===== src/rtl/flash_cfg_pkg.sv =====
package flash_cfg_pkg;

    typedef enum logic [3:0] {
        ST_IDLE,
        ST_CCLK_LO,
        ST_CCLK_HI,
        ST_FSCK_HI,
        ST_FSCK_LO,
        ST_HO_RELEASE,
        ST_HO_PROG_LO,
        ST_HO_PROG_HI,
        ST_HO_WAIT
    } relay_state_e;

endpackage


===== src/rtl/relay_phase_timer.sv =====
module relay_phase_timer #(
    parameter int W = 4
) (
    input  logic         clk,
    input  logic         rst_n,
    input  logic         load,
    input  logic [W-1:0] load_val,
    output logic         expired
);
    logic [W-1:0] cnt_q;

    always_ff @(posedge clk or negedge rst_n) begin
        if (!rst_n) begin
            cnt_q <= '0;
        end else if (load) begin
            cnt_q <= load_val;
        end else if (cnt_q != '0) begin
            cnt_q <= cnt_q - 1'b1;
        end
    end

    assign expired = (cnt_q == '0);
endmodule


===== src/rtl/relay_byte_total.sv =====
module relay_byte_total #(
    parameter int SIZE_W  = 16,
    parameter int TOTAL_W = 32
) (
    input  logic               clk,
    input  logic               rst_n,
    input  logic               add_en,
    input  logic [SIZE_W-1:0]  add_val,
    output logic [TOTAL_W-1:0] total
);
    logic [TOTAL_W-1:0] sum_q;

    always_ff @(posedge clk or negedge rst_n) begin
        if (!rst_n) begin
            sum_q <= '0;
        end else if (add_en) begin
            sum_q <= sum_q + TOTAL_W'(add_val);
        end
    end

    assign total = sum_q;
endmodule


===== src/rtl/flash_cfg_relay.sv =====
module flash_cfg_relay
    import flash_cfg_pkg::*;
#(
    parameter int SIZE_W        = 16,
    parameter int TOTAL_W       = 32,
    parameter int BUS_W         = 8,
    parameter int HALF_CYC      = 2,
    parameter int HOLD_CYC      = 6,
    parameter int HANDOVER_SIZE = 512
) (
    input  logic               clk,
    input  logic               rst_n,
    input  logic               req_start,
    input  logic [SIZE_W-1:0]  req_size,
    output logic               busy,
    output logic               done,
    output logic [TOTAL_W-1:0] total_bytes,
    input  logic               flash_dq,
    output logic               flash_sck,
    output logic               flash_cs_n,
    output logic [BUS_W-1:0]   cfg_data,
    output logic [BUS_W-1:0]   cfg_data_oe,
    output logic               cfg_cclk,
    output logic               cfg_cclk_oe,
    output logic               cfg_prog_n,
    output logic               cfg_prog_oe
);
    localparam int TMR_MAX = (HALF_CYC > HOLD_CYC) ? HALF_CYC : HOLD_CYC;
    localparam int TMR_W   = $clog2(TMR_MAX + 1);
    localparam logic [TMR_W-1:0]  HALF_LOAD = TMR_W'(HALF_CYC - 1);
    localparam logic [TMR_W-1:0]  HOLD_LOAD = TMR_W'(HOLD_CYC - 1);
    localparam logic [SIZE_W-1:0] HO_SIZE   = SIZE_W'(HANDOVER_SIZE);

    generate
        if (HALF_CYC < 1) begin : g_bad_half
            $error("HALF_CYC must be at least 1");
        end
        if (HOLD_CYC < 3) begin : g_bad_hold
            $error("HOLD_CYC must exceed two cycles");
        end
    endgenerate

    typedef struct packed {
        relay_state_e      state;
        logic [2:0]        bit_idx;
        logic [SIZE_W-1:0] bytes_left;
        logic              d0;
        logic              done;
    } relay_regs_t;

    relay_regs_t       r_q, r_d;
    logic              tmr_load;
    logic [TMR_W-1:0]  tmr_val;
    logic              tmr_exp;
    logic              add_en;

    relay_phase_timer #(.W(TMR_W)) u_timer (
        .clk      (clk),
        .rst_n    (rst_n),
        .load     (tmr_load),
        .load_val (tmr_val),
        .expired  (tmr_exp)
    );

    relay_byte_total #(.SIZE_W(SIZE_W), .TOTAL_W(TOTAL_W)) u_total (
        .clk     (clk),
        .rst_n   (rst_n),
        .add_en  (add_en),
        .add_val (req_size),
        .total   (total_bytes)
    );

    always_comb begin
        r_d      = r_q;
        r_d.done = 1'b0;
        tmr_load = 1'b0;
        tmr_val  = HALF_LOAD;
        add_en   = 1'b0;
        unique case (r_q.state)
            ST_IDLE: begin
                if (req_start) begin
                    add_en = 1'b1;
                    if (req_size == HO_SIZE) begin
                        r_d.state = ST_HO_RELEASE;
                        tmr_load  = 1'b1;
                    end else if (req_size == '0) begin
                        r_d.done = 1'b1;
                    end else begin
                        r_d.state      = ST_CCLK_LO;
                        r_d.bit_idx    = 3'd7;
                        r_d.bytes_left = req_size;
                        r_d.d0         = flash_dq;
                        tmr_load       = 1'b1;
                    end
                end
            end
            ST_CCLK_LO: if (tmr_exp) begin
                r_d.state = ST_CCLK_HI;
                tmr_load  = 1'b1;
            end
            ST_CCLK_HI: if (tmr_exp) begin
                r_d.state = ST_FSCK_HI;
                tmr_load  = 1'b1;
            end
            ST_FSCK_HI: if (tmr_exp) begin
                r_d.state = ST_FSCK_LO;
                tmr_load  = 1'b1;
            end
            ST_FSCK_LO: if (tmr_exp) begin
                if (r_q.bit_idx == 3'd0 && r_q.bytes_left == SIZE_W'(1)) begin
                    r_d.state      = ST_IDLE;
                    r_d.bytes_left = '0;
                    r_d.done       = 1'b1;
                end else begin
                    if (r_q.bit_idx == 3'd0) begin
                        r_d.bytes_left = r_q.bytes_left - 1'b1;
                        r_d.bit_idx    = 3'd7;
                    end else begin
                        r_d.bit_idx = r_q.bit_idx - 1'b1;
                    end
                    r_d.d0    = flash_dq;
                    r_d.state = ST_CCLK_LO;
                    tmr_load  = 1'b1;
                end
            end
            ST_HO_RELEASE: if (tmr_exp) begin
                r_d.state = ST_HO_PROG_LO;
                tmr_load  = 1'b1;
            end
            ST_HO_PROG_LO: if (tmr_exp) begin
                r_d.state = ST_HO_PROG_HI;
                tmr_load  = 1'b1;
            end
            ST_HO_PROG_HI: if (tmr_exp) begin
                r_d.state = ST_HO_WAIT;
                tmr_val   = HOLD_LOAD;
                tmr_load  = 1'b1;
            end
            ST_HO_WAIT: if (tmr_exp) begin
                r_d.state = ST_IDLE;
                r_d.done  = 1'b1;
            end
            default: r_d.state = ST_IDLE;
        endcase
    end

    always_ff @(posedge clk or negedge rst_n) begin
        if (!rst_n) begin
            r_q <= '{state: ST_IDLE, bit_idx: 3'd0, bytes_left: '0, d0: 1'b0, done: 1'b0};
        end else begin
            r_q <= r_d;
        end
    end

    logic streaming, handing;
    assign streaming = (r_q.state == ST_CCLK_LO) || (r_q.state == ST_CCLK_HI) ||
                       (r_q.state == ST_FSCK_HI) || (r_q.state == ST_FSCK_LO);
    assign handing   = (r_q.state == ST_HO_RELEASE) || (r_q.state == ST_HO_PROG_LO) ||
                       (r_q.state == ST_HO_PROG_HI) || (r_q.state == ST_HO_WAIT);

    assign busy        = (r_q.state != ST_IDLE);
    assign done        = r_q.done;
    assign flash_sck   = (r_q.state == ST_FSCK_HI);
    assign flash_cs_n  = handing;
    assign cfg_data    = {{(BUS_W-1){1'b0}}, r_q.d0};
    assign cfg_data_oe = {{(BUS_W-1){1'b0}}, streaming};
    assign cfg_cclk    = (r_q.state != ST_CCLK_LO);
    assign cfg_cclk_oe = !handing;
    assign cfg_prog_n  = (r_q.state != ST_HO_PROG_LO);
    assign cfg_prog_oe = (r_q.state == ST_HO_PROG_LO) || (r_q.state == ST_HO_PROG_HI);
endmodule


===== config.mk =====
export PLATFORM = sky130hd
export DESIGN_NAME = flash_cfg_relay
export DESIGN_NICKNAME = d
export VERILOG_FILES = /design/src/rtl/flash_cfg_pkg.sv /design/src/rtl/relay_phase_timer.sv /design/src/rtl/relay_byte_total.sv /design/src/rtl/flash_cfg_relay.sv
export SDC_FILE = /design/constraint.sdc
export NUM_CORES = 1
export LEC_CHECK = 0
export BUFFER_PORTS_ARGS = -buffer_cell sky130_fd_sc_hd__buf_2
export CAP_MARGIN = 10
export CORE_UTILIZATION = 34
export DETAILED_ROUTE_END_ITERATION = 10
export GPL_ROUTABILITY_DRIVEN = 0
export SLEW_MARGIN = 20
export SYNTH_ARGS = -nofsm -noshare
export SYNTH_HDL_FRONTEND = slang
export SYNTH_HIERARCHICAL = 1
export SYNTH_SLANG_ARGS = --single-unit

===== constraint.sdc =====
create_clock -name clk -period 2.2 [get_ports clk]
set_input_delay 0.44 -clock clk [delete_from_list [all_inputs] [get_ports clk]]
set_output_delay 0.44 -clock clk [all_outputs]
set_load 0.02 [all_outputs]

-- After elaboration in Yosys (flattened, before gate mapping)
Index checks and enable logic that the tools add are counted.
- $add $sub $neg: 4
- reduce and logical (&&, ||, !) cells: 21
- muxes and demuxes: 36
- equal/unequal tests: 26
- operators by type and width (kind ; count):
    $mux 25 ; 2
    $pmux 20 s2 ; 1
    $pmux 4 s9 ; 1
    $add 32x16->32 ; 1
    $mux 16 ; 2
    $mux 4 ; 8
    $mux 24 ; 1
    $ne 2x2->1 const B ; 11
    $mux 21 ; 1
    $mux 3 ; 6
    $eq 16x1->1 const B ; 1
    $eq 16x10->1 const B ; 1
    $eq 4x3->1 const B ; 4
    $logic_not 16->1 ; 1
    $sub 16x1->16 const B ; 1
    $mux 1 ; 12
    $reduce_and 6->1 ; 2
    $reduce_and 10->1 ; 1
    $eq 4x2->1 const B ; 2
    $logic_or 1x1->1 ; 7
    $logic_not 3->1 ; 2
    $ne 3x3->1 const B ; 2
    $pmux 1 s3 ; 2
    $reduce_or 6->1 ; 1
    12 further kinds ; 14
- input bits: 20
- bits in registers: 60
- output and inout bits: 56
- word-level logic and storage cells: 94

-- Longest topological paths before layout
Gate-level depths: netlist (run 1).
- depth after elaboration: 6
- gate-level depth with buffers: 10
- mapped depth without buffers: 9

-- Hierarchy
Netlist (run 1), hierarchy kept.
- by module, submodules not included (module ; sequential area each (sq um) ; cells an instance ; area an instance (sq um) ; times used):
    relay_byte_total ; 800.8 ; 210 ; 2227.1 ; 1
    flash_cfg_relay ; 625.6 ; 227 ; 1939.4 ; 1
    relay_phase_timer ; 75.1 ; 21 ; 200.2 ; 1

-- Least setup slack after synthesis (run 1)
OpenSTA, ideal clock, no wires.
- kind: register to register
- start point: reg u_total.sum_q[0] (netlist: u_total/total[0])
- end point: reg u_total.sum_q[12] (netlist: u_total/total[12])
- required time: 2.075 ns
- period minus slack after synthesis: 2.480 ns
- stages on the path, launching flop included: 9
- setup time: 0.125 ns
- arrival time: 2.355 ns
- buffers on the path: 0
- slack: -0.280 ns
- cell sequence: dfrtp_1 -> ha_1 -> fa_1 -> a21o_2 -> a221oi_1 -> o21ai_0 -> a31oi_1 -> xnor2_1 -> mux2_2
- cells in the longest elaborated chain, start to end: 1
- RTL lines (what ; RTL line ; RTL):
    from (decl) ; relay_byte_total.sv:11 ; logic [TOTAL_W-1:0] sum_q;
    from (signal assigned) ; relay_byte_total.sv:17 ; sum_q <= sum_q + TOTAL_W'(add_val);
    $add 32x16->32 ; relay_byte_total.sv:17 ;
Every way passes these cells.
A chain may end at the register's enable or synchronous reset.

-- Worst setup path in the final report (run 1)
- start point: reg u_total.sum_q[0] (netlist: u_total/total[0])
- end point: reg u_total.sum_q[10] (netlist: u_total/total[10])
Same word-level chain as after synthesis.

==> results.py, run 1 <==
metrics = {
    "outcome": {
        "outcome": "complete, but fails checks",
        "violations": "design-rule violations, negative setup slack",
    },
    "synthesis": {
        "syn_avg_cell_area_sq_um": 9.53,
        "synth-seq-cells": 60,
        "netlist_instances": 458,
        "synth_seq_area_share_pct": 34.4,
        "synth_top_cell_area_share_pct": 34.4,
        "yosysWarnings": 6,
        "synth_area_sq_um": 4370,
        "ys_types": 79,
        "ys.flop_type": "dfrtp_1",
        "yosysMostFrequentCell": "dfrtp_1",
        "synthArstFlopShare_pct": 100,
        "synth_edf_count": 0,
        "synth_area_leaders": "dfrtp_1 (34%), ha_1 (6.3%), a21oi_1 (3.9%)",
        "ys_top_cells_by_count": "dfrtp_1 (60), a21oi_1 (34), inv_1 (31), nand2_1 (23), ha_1 (22)",
        "synth_top_cell_by_area": "dfrtp_1",
    },
    "placement": {
        "numPortBuffers": 61,
        "dp_slack_ns": -0.260,
        "dpl.hpwl_um": 9030,
        "placed_cell_area_sq_um": 5500,
    },
    "sta": {
        "fin_ws_ns": -0.0635,
        "rsz0062_at_grt": "true",
        "period_needed_ns": 2.26,
        "fin_hold_ws_ns": 0.115,
        "max_freq_mhz": 442,
        "period_share_pct": 103,
        "slew_headroom_pct": 58.0,
        "setup_viol": 6,
        "worst_slew_pin_slew_ns": 0.629,
        "fin_worst_skew_ns": 0.00689,
        "slew_violations": 0,
        "final_hold_viol_count": 0,
    },
    "route": {
        "vias": 4094,
        "wl_per_cell_um": 15.1,
        "dr.pass1.iters": 7,
        "drt_iter0_markers": 232,
        "avgViaCountPerCell": 5.19,
        "drc": 2,
        "antenna_left": 0,
        "routed_wl_um": 11900,
    },
    "final_layout": {
        "fin_area_sq_um": 6100,
        "drive_gt1_share_pct": 41.5,
        "fin_util_pct": 48.5,
        "syn_to_final_growth_pct": 39.6,
        "diodes": 0,
        "finalNetCount": 655,
    },
    "setup_path": {
        "arrival_ns": 2.49,
        "slowest_stage": "dfrtp_2",
        "reg2reg_depth": 9,
        "path_class": "reg2reg",
        "startpoint_type": "register",
        "cp.required_ns": 2.43,
        "cp_common_cell": "buf_4",
        "cp_cell_sequence": "ha_4 -> fa_2 -> a21o_4 -> a22oi_2 -> buf_4 -> buf_4 -> a22oi_1 -> xor2_1 -> mux2_2",
        "cp-end-kind": "register",
        "critPathMaxStageDelay_ns": 0.42,
        "cp_max_fo": 3,
    },
    "global_routing": {
        "grt_pass1_vias": 4011,
        "antenna_found_initial": 0,
        "grt_pass1_wl_um": 19900,
        "overflow": 0,
        "grt.total_usage_pct": 19.4,
        "grt_start_max_net_pins": 26,
    },
    "die": {
        "core-area_sq_um": 12600,
        "die_y_um": 115,
        "rows": 41,
        "dieArea_sq_um": 13300,
        "initial_core_util_pct": 34.7,
        "die_w_um": 115,
        "io_pins": 76,
    },
    "clock_tree": {
        "clk_pin_slew_ns": 0.06,
        "htreeDepth": 3,
        "cts-root-buf": "clkbuf_16",
        "cts_made_buffers": 9,
        "clkSinkCount": 60,
        "insertion_delay_ns": 0.34,
        "clock_path_buffers": 2,
        "cts_tree": "yes",
    },
    "power": {
        "finalPower_uw": 8530,
        "leakagePower_uw": 0.00276,
        "p_per_area_nw_per_um2": 1400,
        "ir_worst_vdd_mv": 0.824,
    },
    "min_path": {
        "hp-class": "in2async",
    },
    "run": {
        "drv_cap": 0,
    },
}
-- per-layer routing --
layer	up-vias	share of wire, %	GRT usage [%]
li1	1975	-	-
met1	2002	45	24.7
met2	105	50	32.6
met3	12	3.8	4.11
met4	0	1.1	6.41
met5	-	0	0
-- kinds of logic after synthesis --
kind of cell	Yosys count	share of synthesized area, %
xor gates and xnor gates	30	6.02
DFF	60	34.4
adders and majority gates	23	6.76
AOI/OAI and AO/OA	138	23.4
muxes	15	3.95
other	2	0.172
and+or+nand+nor	128	17.8
buffers and inverters	62	7.56
-- registers in the layout (all words and copies together), names as in the netlist --
register and cells:
cfg_data 1, u_total/total 32, u_timer/cnt_q 3, r_q 23, done 1
-- final timing paths --
kind / from / to / slack, ns
max: u_total/total[0] / u_total/total[10] / -0.06
min: rst_n / u_timer/cnt_q[2] / 0.12
max reg2reg: u_total/total[0] / u_total/total[10] / -0.06
min reg2reg: u_total/total[31] / u_total/total[31] / 0.48
max in group asynchronous: rst_n / u_total/total[8] / 1.31
min in group clk: u_total/total[31] / u_total/total[31] / 0.48
-- layout make-up --
type	count	area, sq um
fill	1197	6470
multi-input combinational	350	2880
sequential	60	1500
timing repair buffer	160	1060
clock buffer	10	229
tap	172	215
inverter	31	116
clock inverter	6	88.8
-- per-stage QoR --
step           TNS [ns]  cells
2_1_floorplan   -0.0293    472
3_3_place_gp      -4.22    763
3_5_place_dp      -4.81    763
4_1_cts          -0.301    785
5_1_grt          -0.781    789
6_report         -0.272    789
-- where the power goes --
group | internal (uW) | switching (uW) | leakage (uW)
logic | 2470 | 2600 | 0.00186
clock network | 991 | 540 | 0.000149
registers | 1510 | 415 | 0.000746
total | 4970 | 3560 | 0.00276
-- critical path: cells and delay by family (launching register included) --
family | cells | cell delay, ns
xor gates and xnor gates | 1 | 0.16
DFF | 1 | 0.42
AOI/OAI and AO/OA | 3 | 0.52
buffers and inverters | 2 | 0.27
adders and majority gates | 2 | 0.52
muxes | 1 | 0.27
-- what timing repair did --
item                       CTS  global route
setup buffers                6             4
gates resized for setup     15            26
hold buffers                 0             0
setup endpoints to repair   11            26
hold endpoints to repair     0             0
pin swaps                    7             8
-- layout by cell type, fill, tap and decap left out, types with 4 or more instances in the layout --
cell / synthesis / layout
a21o_1: 8 / 7
a21oi_1: 34 / 31
a22oi_1: 10 / 10
and3_1: 6 / 6
buf_2: 7 / 61
buf_4: 17 / 97
clkbuf_16: 0 / 9
conb_1: 2 / 16
dfrtp_1: 60 / 58
ha_1: 22 / 12
ha_4: 0 / 10
inv_1: 31 / 30
mux2_2: 14 / 12
nand2_1: 23 / 22
nand2b_1: 4 / 4
nand3_1: 17 / 14
nand3_2: 1 / 4
nand4_1: 7 / 7
nor2_1: 19 / 18
nor2b_1: 6 / 6
nor3_1: 11 / 10
nor4_1: 4 / 4
o211ai_1: 4 / 4
o21ai_0: 19 / 13
o21ai_1: 4 / 8
o22ai_1: 10 / 10
xnor2_1: 18 / 18
xor2_1: 12 / 11
No activity file was read; power rests on OpenSTA's default activity.
==> inputs of run 2 (changes only) <==
REMOVE_ABC_BUFFERS = 1   (was unset)
==> results.py, run 2 (synthesis results as in run 1) <==
metrics = {
    "route": {
        "drc": 0,
        "dr.pass1.iters": 5,
        "wl_per_cell_um": 15.1,
        "vias": 4049,
        "avgViaCountPerCell": 5.13,
        "drt_iter0_markers": 144,
        "routed_wl_um": 11900,
        "antenna_left": 0,
    },
    "global_routing": {
        "grt_pass1_vias": 4028,
        "grt.total_usage_pct": 18.8,
        "grt_pass1_wl_um": 19500,
        "overflow": 0,
        "antenna_found_initial": 0,
        "grt_start_max_net_pins": 26,
    },
    "setup_path": {
        "slowest_stage": "dfrtp_1",
        "cp-end-kind": "register",
        "arrival_ns": 2.57,
        "critPathMaxStageDelay_ns": 0.38,
        "cpLargestDelayFamily": "compound AO/OA/AOI/OAI gates",
        "cp_cell_sequence": "ha_2 -> fa_2 -> a21o_4 -> buf_6 -> a22oi_2 -> a221oi_4 -> o2111ai_4 -> a2111oi_4 -> xor2_1",
        "cp_max_fo": 4,
        "reg2reg_depth": 9,
        "worst-path-buf-inv": 1,
        "path_class": "reg2reg",
        "rrSetupSlack_ns": -0.16,
        "startpoint_type": "register",
        "cp.required_ns": 2.41,
        "cp_num_cells": 9,
    },
    "final_layout": {
        "largest_reg_flops": 32,
        "fillCellCount": 1168,
        "stdcell_count": 790,
        "finalNetCount": 656,
        "diodes": 0,
        "layout_commonest_cell": "buf_4",
        "layout_common_cells": "buf_4 (95), buf_2 (61), dfrtp_1 (60)",
        "fin_util_pct": 48.8,
        "drive_gt1_share_pct": 41.9,
        "syn_to_final_growth_pct": 40.4,
    },
    "sta": {
        "max_freq_mhz": 424,
        "fin_ws_ns": -0.160,
        "slew_violations": 0,
        "tns_ns": -1.08,
        "rsz0062_at_grt": "true",
        "period_needed_ns": 2.36,
        "final_hold_viol_count": 0,
        "fin_worst_skew_ns": 0.00887,
        "slew_headroom_pct": 66.9,
        "setup_viol": 11,
        "worst_slew_pin_slew_ns": 0.493,
        "fin_hold_ws_ns": 0.0390,
        "period_share_pct": 107,
    },
    "placement": {
        "dp_slack_ns": -0.455,
        "dpl.hpwl_um": 8860,
        "numPortBuffers": 61,
        "dp.cells": 769,
    },
    "die": {
        "initial_core_util_pct": 34.7,
        "die_y_um": 115,
        "rows": 41,
        "core-area_sq_um": 12600,
        "die_w_um": 115,
        "dieArea_sq_um": 13300,
        "io_pins": 76,
    },
    "clock_tree": {
        "insertion_delay_ns": 0.35,
        "cts-root-buf": "clkbuf_16",
        "htreeDepth": 3,
        "clk_pin_slew_ns": 0.06,
        "clkSinkCount": 60,
        "cts_made_buffers": 9,
        "holdBufCountCts": 0,
        "clock_path_buffers": 2,
        "cts_tree": "yes",
    },
    "power": {
        "leakagePower_uw": 0.00280,
        "p_per_area_nw_per_um2": 1420,
        "ir_worst_vdd_mv": 0.682,
    },
    "min_path": {
        "hp-class": "in2async",
    },
    "run": {
        "drv_cap": 0,
    },
    "outcome": {
        "outcome": "complete, but fails checks",
        "violations": "negative setup slack",
    },
}
[run 2: area by class of cell]
class                   instances  area (sq um)  area share [%]
flip-flops and latches         60          1500            24.5
repair buffers                161          1100            18.0
inverters                      31           116            1.90
clock buffers                   9           225            3.67
multi-input cells             350          2850            46.4
clock inverters                 7           124            2.02
well taps                     172           215            3.51
[run 2: final timing paths]
| path | startpoint | end |
|---|---|---|
| max | u_total/total[0] | u_total/total[26] |
| min | rst_n | r_q[21] |
| max reg2reg | u_total/total[0] | u_total/total[26] |
| min reg2reg | u_total/total[31] | u_total/total[31] |
| max in group asynchronous | rst_n | u_total/total[10] |
| min in group clk | req_size[3] | r_q[5] |
[run 2: metal layers]
metal  GRT usage (%)  share of wire (%)
met1            23.8                 45
met2            31.5                 50
met3            3.90                3.8
met4            7.19                1.6
met5               0                  0
[run 2: per-stage QoR]
step / cell area, sq um / total power [uW]
floorplan: 4210 / 4620
global placement: 5480 / 6420
detailed placement: 5480 / 6520
CTS: 5930 / 8420
global route: 6130 / 9360
finish: 6130 / 8730
[run 2: repair_timing]
action / 4_1_cts / 5_1_grt
setup buffers: 3 / 3
setup endpoints to repair: 21 / 30
resized for setup: 18 / 38
pin swaps: 14 / 13
[run 2: power by group]
part	total (uW)	internal [uW]	switching [uW]
clock	1680	1110	564
combinational	5170	2490	2680
sequential	1880	1510	377
total	8730	5110	3620
